`src/rtl/fgi_pkg.sv`:
```
package fgi_pkg;

    typedef logic [1:0] ctr2_t;

    localparam ctr2_t CTR_INIT = 2'b01;

    typedef enum logic [1:0] {
        STEP_EXTRA,
        STEP_HELD,
        STEP_PEN,
        STEP_DECIDE
    } step_e;

    function automatic ctr2_t ctr_upd(ctr2_t c, logic tkn);
        ctr2_t r;
        r = c;
        if (tkn && c != 2'b11) r = c + 2'b01;
        if (!tkn && c != 2'b00) r = c - 2'b01;
        return r;
    endfunction

endpackage

```
`src/rtl/brpred_tbl.sv`:
```
module brpred_tbl
    import fgi_pkg::*;
#(
    parameter int ENTRIES = 16,
    localparam int IDX_W = $clog2(ENTRIES)
) (
    input  logic             clk,
    input  logic             rst_n,
    input  logic [IDX_W-1:0] rd_idx,
    output logic             pred_tkn,
    input  logic             upd_en,
    input  logic [IDX_W-1:0] upd_idx,
    input  logic             upd_tkn
);

    ctr2_t tbl_q [ENTRIES];
    ctr2_t tbl_d [ENTRIES];

    always_comb begin
        tbl_d = tbl_q;
        if (upd_en) tbl_d[upd_idx] = ctr_upd(tbl_q[upd_idx], upd_tkn);
    end

    always_ff @(posedge clk or negedge rst_n) begin
        if (!rst_n) begin
            for (int i = 0; i < ENTRIES; i++) tbl_q[i] <= CTR_INIT;
        end else begin
            tbl_q <= tbl_d;
        end
    end

    assign pred_tkn = tbl_q[rd_idx][1];

    // a saturated counter stays saturated under a confirming outcome
    p_sat_r6: assert property (@(posedge clk) disable iff (!rst_n)
        (upd_en && upd_tkn && tbl_q[upd_idx] == 2'b11) |=> (tbl_q[$past(upd_idx)] == 2'b11));

endmodule

```
`src/rtl/fetch_cut.sv`:
```
module fetch_cut #(
    parameter int W = 4,
    localparam int PW = $clog2(W + 1)
) (
    input  logic [W-1:0]  vld,
    input  logic [W-1:0]  br,
    output logic [W-1:0]  grp_mask,
    output logic [PW-1:0] grp_cnt
);

    logic open;

    always_comb begin
        grp_mask = '0;
        grp_cnt  = '0;
        open     = 1'b1;
        for (int i = 0; i < W; i++) begin
            if (open && vld[i]) begin
                grp_mask[i] = 1'b1;
                grp_cnt     = PW'(i + 1);
                if (br[i]) open = 1'b0;
            end else begin
                open = 1'b0;
            end
        end
    end

endmodule

```
`src/rtl/grp_pick.sv`:
```
module grp_pick #(
    parameter int W     = 4,
    parameter int NCLS  = 4,
    parameter int FW    = 3,
    localparam int CLS_W = $clog2(NCLS),
    localparam int PW    = $clog2(W + 1)
) (
    input  logic [W-1:0]       grp_mask,
    input  logic [W*CLS_W-1:0] grp_cls,
    input  logic [NCLS*FW-1:0] free,
    output logic [PW-1:0]      iss_cnt
);

    logic [FW:0] used [NCLS];
    logic        ok;
    int          ci;

    always_comb begin
        iss_cnt = '0;
        ok      = 1'b1;
        ci      = 0;
        for (int c = 0; c < NCLS; c++) used[c] = '0;
        for (int i = 0; i < W; i++) begin
            if (ok && grp_mask[i]) begin
                ci = int'(grp_cls[i*CLS_W +: CLS_W]);
                if (ci < NCLS && used[ci] < {1'b0, free[ci*FW +: FW]}) begin
                    used[ci] = used[ci] + (FW+1)'(1);
                    iss_cnt  = PW'(i + 1);
                end else begin
                    ok = 1'b0;
                end
            end else begin
                ok = 1'b0;
            end
        end
    end

endmodule

```
`src/rtl/fgroup_issue.sv`:
```
module fgroup_issue
    import fgi_pkg::*;
#(
    parameter int ISSUE_W    = 4,
    parameter int NCLS       = 4,
    parameter int FREE_W     = 3,
    parameter int XTRA_W     = 2,
    parameter int PC_W       = 8,
    parameter int BP_ENTRIES = 16,
    parameter int MISS_PEN   = 3,
    parameter bit PERFECT_BP = 1'b0,
    parameter int CYC_W      = 32,
    localparam int CLS_W = $clog2(NCLS),
    localparam int PW    = $clog2(ISSUE_W + 1),
    localparam int IDX_W = $clog2(BP_ENTRIES),
    localparam int PENW  = (MISS_PEN < 1) ? 1 : $clog2(MISS_PEN + 1)
) (
    input  logic                     clk,
    input  logic                     rst_n,
    input  logic [ISSUE_W-1:0]       trc_vld,
    input  logic [ISSUE_W*CLS_W-1:0] trc_cls,
    input  logic [ISSUE_W-1:0]       trc_br,
    input  logic [ISSUE_W-1:0]       trc_tkn,
    input  logic [ISSUE_W*PC_W-1:0]  trc_pc,
    input  logic [ISSUE_W*XTRA_W-1:0] trc_xtra,
    output logic [PW-1:0]            trc_pop,
    input  logic [NCLS*FREE_W-1:0]   rs_free,
    output logic                     iss_valid,
    input  logic                     iss_ready,
    output logic [ISSUE_W-1:0]       iss_mask,
    output logic [ISSUE_W*CLS_W-1:0] iss_cls,
    output logic [ISSUE_W*PC_W-1:0]  iss_pc,
    output logic [CYC_W-1:0]         cyc_cnt
);

    localparam int W = ISSUE_W;

    typedef struct packed {
        logic                  run;
        logic [W-1:0]          pmask;
        logic [W*CLS_W-1:0]    pcls;
        logic [W*PC_W-1:0]     ppc;
        logic [W-1:0]          pbr;
        logic [W-1:0]          ptkn;
        logic [W*XTRA_W-1:0]   pxtra;
        logic                  held;
        logic [W-1:0]          hmask;
        logic [W*CLS_W-1:0]    hcls;
        logic [W*PC_W-1:0]     hpc;
        logic [XTRA_W-1:0]     xcnt;
        logic [PENW-1:0]       pen;
        logic [CYC_W-1:0]      cyc;
    } st_t;

    st_t q, d;

    logic [W-1:0]        cut_mask;
    logic [PW-1:0]       cut_cnt;
    logic                fetch;
    logic [W-1:0]        src_mask, src_br, src_tkn;
    logic [W*CLS_W-1:0]  src_cls;
    logic [W*PC_W-1:0]   src_pc;
    logic [W*XTRA_W-1:0] src_xtra;
    logic [PW-1:0]       k;
    logic [W-1:0]        imask;
    logic [XTRA_W-1:0]   xmax;
    logic                br_hit, br_tkn, pred_tkn, upd_en, step;
    logic [IDX_W-1:0]    br_idx;
    step_e               kind;

    fetch_cut #(.W(W)) u_cut (
        .vld      (trc_vld),
        .br       (trc_br),
        .grp_mask (cut_mask),
        .grp_cnt  (cut_cnt)
    );

    assign fetch    = (q.pmask == '0);
    assign src_mask = fetch ? cut_mask : q.pmask;
    assign src_cls  = fetch ? trc_cls  : q.pcls;
    assign src_pc   = fetch ? trc_pc   : q.ppc;
    assign src_br   = fetch ? trc_br   : q.pbr;
    assign src_tkn  = fetch ? trc_tkn  : q.ptkn;
    assign src_xtra = fetch ? trc_xtra : q.pxtra;

    grp_pick #(.W(W), .NCLS(NCLS), .FW(FREE_W)) u_pick (
        .grp_mask (src_mask),
        .grp_cls  (src_cls),
        .free     (rs_free),
        .iss_cnt  (k)
    );

    always_comb begin
        imask  = '0;
        xmax   = '0;
        br_hit = 1'b0;
        br_tkn = 1'b0;
        br_idx = '0;
        for (int i = 0; i < W; i++) begin
            imask[i] = (PW'(i) < k);
            if (imask[i]) begin
                if (src_xtra[i*XTRA_W +: XTRA_W] > xmax) xmax = src_xtra[i*XTRA_W +: XTRA_W];
                if (src_br[i]) begin
                    br_hit = 1'b1;
                    br_tkn = src_tkn[i];
                    br_idx = src_pc[i*PC_W +: IDX_W];
                end
            end
        end
    end

    brpred_tbl #(.ENTRIES(BP_ENTRIES)) u_bp (
        .clk      (clk),
        .rst_n    (rst_n),
        .rd_idx   (br_idx),
        .pred_tkn (pred_tkn),
        .upd_en   (upd_en),
        .upd_idx  (br_idx),
        .upd_tkn  (br_tkn)
    );

    assign step = q.run && iss_ready;

    always_comb begin
        if (q.xcnt != '0)     kind = STEP_EXTRA;
        else if (q.held)      kind = STEP_HELD;
        else if (q.pen != '0) kind = STEP_PEN;
        else                  kind = STEP_DECIDE;
    end

    always_comb begin
        d        = q;
        d.run    = 1'b1;
        iss_mask = '0;
        iss_cls  = '0;
        iss_pc   = '0;
        trc_pop  = '0;
        upd_en   = 1'b0;
        case (kind)
            STEP_EXTRA: begin
                if (step) d.xcnt = q.xcnt - 1'b1;
            end
            STEP_HELD: begin
                iss_mask = q.hmask;
                iss_cls  = q.hcls;
                iss_pc   = q.hpc;
                if (step) d.held = 1'b0;
            end
            STEP_PEN: begin
                if (step) d.pen = q.pen - 1'b1;
            end
            default: begin
                if (k != '0 && xmax == '0) begin
                    iss_mask = imask;
                    iss_cls  = src_cls;
                    iss_pc   = src_pc;
                end
                if (step) begin
                    trc_pop = fetch ? cut_cnt : '0;
                    d.pmask = src_mask >> k;
                    d.pcls  = src_cls  >> (int'(k) * CLS_W);
                    d.ppc   = src_pc   >> (int'(k) * PC_W);
                    d.pbr   = src_br   >> k;
                    d.ptkn  = src_tkn  >> k;
                    d.pxtra = src_xtra >> (int'(k) * XTRA_W);
                    if (k != '0 && xmax != '0) begin
                        d.held  = 1'b1;
                        d.hmask = imask;
                        d.hcls  = src_cls;
                        d.hpc   = src_pc;
                        d.xcnt  = xmax - 1'b1;
                    end
                    if (br_hit) begin
                        upd_en = 1'b1;
                        if (!PERFECT_BP && pred_tkn != br_tkn) d.pen = PENW'(MISS_PEN);
                    end
                end
            end
        endcase
        if (!q.run) iss_mask = '0;
        if (step) d.cyc = q.cyc + 1'b1;
    end

    always_ff @(posedge clk or negedge rst_n) begin
        if (!rst_n) q <= '0;
        else        q <= d;
    end

    assign iss_valid = q.run;
    assign cyc_cnt   = q.cyc;

    // issued slots always form a prefix
    p_prefix_r2: assert property (@(posedge clk) disable iff (!rst_n)
        iss_valid |-> ((iss_mask & (iss_mask + 1'b1)) == '0));

    // no fetch while records are pending
    p_pend_nofetch_r3: assert property (@(posedge clk) disable iff (!rst_n)
        (q.pmask != '0) |-> (trc_pop == '0));

    // extra-issue countdown emits only empty groups
    p_extra_bubble_r4: assert property (@(posedge clk) disable iff (!rst_n)
        (q.xcnt != '0) |-> (iss_mask == '0));

    // penalty window emits only empty groups
    p_pen_bubble_r7: assert property (@(posedge clk) disable iff (!rst_n)
        (q.pen != '0 && q.xcnt == '0 && !q.held) |-> (iss_mask == '0));

    // nothing is consumed without a step
    p_pop_gate_r9: assert property (@(posedge clk) disable iff (!rst_n)
        !(iss_valid && iss_ready) |-> (trc_pop == '0));

    // counter holds while stalled
    p_hold_r9: assert property (@(posedge clk) disable iff (!rst_n)
        (iss_valid && !iss_ready) |=> $stable(cyc_cnt));

    // counter advances by one per emitted group
    p_cyc_r10: assert property (@(posedge clk) disable iff (!rst_n)
        (iss_valid && iss_ready) |=> (cyc_cnt == $past(cyc_cnt) + 1'b1));

endmodule

```
`config.mk`:
```
export PLATFORM = sky130hd
export DESIGN_NAME = fgroup_issue
export DESIGN_NICKNAME = d
export VERILOG_FILES = /design/src/rtl/fgi_pkg.sv /design/src/rtl/brpred_tbl.sv /design/src/rtl/fetch_cut.sv /design/src/rtl/grp_pick.sv /design/src/rtl/fgroup_issue.sv
export SDC_FILE = /design/constraint.sdc
export NUM_CORES = 1
export LEC_CHECK = 0
export BUFFER_PORTS_ARGS = -buffer_cell sky130_fd_sc_hd__buf_2
export CAP_MARGIN = 20
export CORE_UTILIZATION = 30
export CTS_CLUSTER_SIZE = 28
export DETAILED_ROUTE_END_ITERATION = 8
export SLEW_MARGIN = 0
export SYNTH_ARGS = -nofsm -noshare
export SYNTH_HDL_FRONTEND = slang
export SYNTH_SLANG_ARGS = --single-unit
export TNS_END_PERCENT = 100
```
`constraint.sdc`:
```
create_clock -name clk -period 11.3 [get_ports clk]
set_input_delay 1.695 -clock clk [delete_from_list [all_inputs] [get_ports clk]]
set_output_delay 1.695 -clock clk [all_outputs]
set_load 0.01 [all_outputs]
```
==> qor.txt <==
status: finished, final reports clean
Initial DRT Pass Iterations: 5
syn_area_per_cell: 8.74 um^2
fill count: 3986
ys async rst share: 100%
# hold bufs at CTS: 0
initial antenna violation count: 1
NumNets Final: 1528
Peak VDD IR: 0.000107 V
Worst Tran Pin Value: 1020 ps
skew final: 17.6 ps
Post-DP HPWL: 25.5 mm
EDFF count, synth: 0
CTS tree: yes
slowest CP cell: mux2i_1
adder-cell share of the synthesized area: 2.67%
post-synthesis compound-gate area fraction: 17.4%
Synth Area in Simple Gates: 17.6%
sequential fraction of the synthesis area: 37.4%
synth unique cells: 78
Worst Path Required: 9610 ps
fin crit share: 90.0%
vias per cell: 5.25
f_max: 98.3 MHz
most frequent cells in the layout: nand2_1, dfrtp_1, buf_2, o21ai_0, nor2_1
Tot GR Track Use: 18.0%
Post-CTS Setup Bufs: 0
Max-cap violations: 0
Die Wd: 199 um
non-filler cells, final: 1953
syn nets: 1438
Tmin final: 10170 ps
CORE AREA: 0.0380 mm^2
Yosys reg bits: 174
vias in the first global route: 9784
Setup crit end kind: output pin
Area Overhead vs Synth: 14.4%
largest family of logic cells by synthesized area: simple AND/OR/NAND/NOR gates
Root Driver: clkbuf_16
1st-iter DRT viols: 765
Final Max Slew Viols: 0
final WL: 35.5 mm
most common cell after layout, fill and taps aside: nand2_1
DR DRC count: 0
Ys Warns: 0
Static Leak: 6.05 nW
sequential cell area: 0.00437 mm^2
Initial Utilization: 30.8%
final setup TNS: 0 ps
multi-input logic area: 0.00669 mm^2
Max clock buf depth: 2
Sink Count: 174
site row count: 71
DIE HEIGHT: 199 um
PortBufs: 154
largest net degree at the start of global routing: 98
Routability Congestion: 0.929
Vias: 10300
Worst setup SP type: input port
clock latency on the worst-skew pair: 460 ps
die area: 0.0398 mm^2
final hold vios: 0
H-tree depth: 4
mapped cell area: 0.0117 mm^2
critical path arrival: 8480 ps
Rel. slew slack: 32.0%
crit-path max FO: 33
post-CTS sizing: 0
Mapped Cells: 1338
Final ANT Viol Nets: 0
Worst-path clk slew: 60 ps
DR WL/cell: 18.2 um
first-pass GRT wire length: 55.4 mm
# placed instances: 1919
RSZ-0062 raised after global routing: no
worst min path class: reg2reg
XOR/XNOR Fraction of Synth Area: 3.22%
CP Class: in2out
cell area power density: 161 mW/mm^2
Crit path largest cell delay: 760 ps
total gr overflow: 0
share of layout cells above drive strength 1: 21.2%
Hold WS: 469 ps
Tot Pwr: 2.15 mW
CTS Buf Count: 17
# setup viols final: 0
Finished Core Util: 35.2%
Synth Flop Type: dfrtp_1
IO Pins: 155
mux cell area share after synthesis: 15.9%
## flip-flops by register name (all words and copies together), names as in the netlist
| register | cells |
|---|---|
| u_bp.tbl_q | 32 |
| cyc_cnt | 32 |
| iss_valid | 1 |
| q | 109 |
## stage by stage
stage / setup WS (ps) / cell area [um^2]
floorplan: 2140 / 11700
global placement: 1390 / 12800
detailed placement: 1140 / 12800
CTS: 1130 / 13400
global route: 387 / 13400
finish: 1130 / 13400
## Yosys cell counts, drive strengths merged (4+ instances only)
library cell	instances	area (um^2)
nand4	6	37.5
inv	25	93.8
a211o	4	35.0
nand2b	6	37.5
ha	25	313
mux2i	117	1190
or4	5	37.5
nor4	9	86.3
a21oi	79	395
o21ai	127	639
a21o	5	37.5
o21a	4	30.0
nor2	119	449
xnor2	30	263
nor3	32	160
a21boi	6	45.0
o221ai	6	52.6
clkbuf	46	173
a22o	20	175
a211oi	17	128
nand2	207	785
dfstp	16	420
and2	8	52.6
nand3	29	145
or2	5	31.3
nor2b	7	43.8
or3	6	37.5
buf	63	410
o311ai	5	43.8
and3	12	75.1
a31oi	7	50.1
mux2	57	653
xor2	13	114
o211ai	11	87.6
dfrtp	158	3950
nor3b	4	30.0
## path summary, 6_finish.rpt
| check | startpoint | slack (ps) | cells past startpoint | end |
|---|---|---|---|---|
| worst max-delay path | trc_cls[3] | 1130 | 31 | iss_pc[0] |
| worst min register to register | cyc_cnt[31] | 470 | 1 | cyc_cnt[31] |
| worst min-delay path | cyc_cnt[31] | 470 | 1 | cyc_cnt[31] |
| max in group asynchronous | rst_n | 8670 | 3 | u_bp.tbl_q[12] |
| worst max register to register | q[137] | 1760 | 31 | u_bp.tbl_q[10] |
| min in group asynchronous | rst_n | 1350 | 1 | q[50] |
## logic make-up (layout without fill, tap and decap cells)
family          count (synthesis)  in the layout
flops                         174            174
other cells                     1              2
fa+ha+maj                      25             25
xor+xnor                       43             43
mux                           175            175
compound gates                325            325
buf+inv                       134            237
simple gates                  461            461
## critical path: cells and delay by family
kind / cells / cell delay [ps]
buf+inv: 4 / 720
compound gates: 13 / 2450
mux: 1 / 760
fa+ha+maj: 3 / 760
simple gates: 10 / 2060
## power by group
group / leakage, nW / internal [mW] / switching [mW]
registers: 2.35 / 0.655 / 0.0313
clock network: 0.281 / 0.323 / 0.278
logic: 3.42 / 0.297 / 0.567
total: 6.05 / 1.28 / 0.876
## metal layers
metal	track usage (%)	wire length, um	vias up
met4	5.32	482	0
met5	0	0	-
li1	-	-	4924
met3	2.77	1970	29
met1	24.8	16300	4989
met2	29.1	16700	317
## layout make-up
type                            instances  share of cell area (%)
Clock inverter                         11                   0.953
Tap cell                              511                    4.77
Timing Repair Buffer                  180                    7.50
Sequential cell                       174                    32.7
Clock buffer                           21                    3.44
Multi-Input combinational cell       1030                    49.9
Antenna cell                            1                  0.0187
Inverter                               25                   0.701
Note: power is estimated with default switching activity, not from simulation.
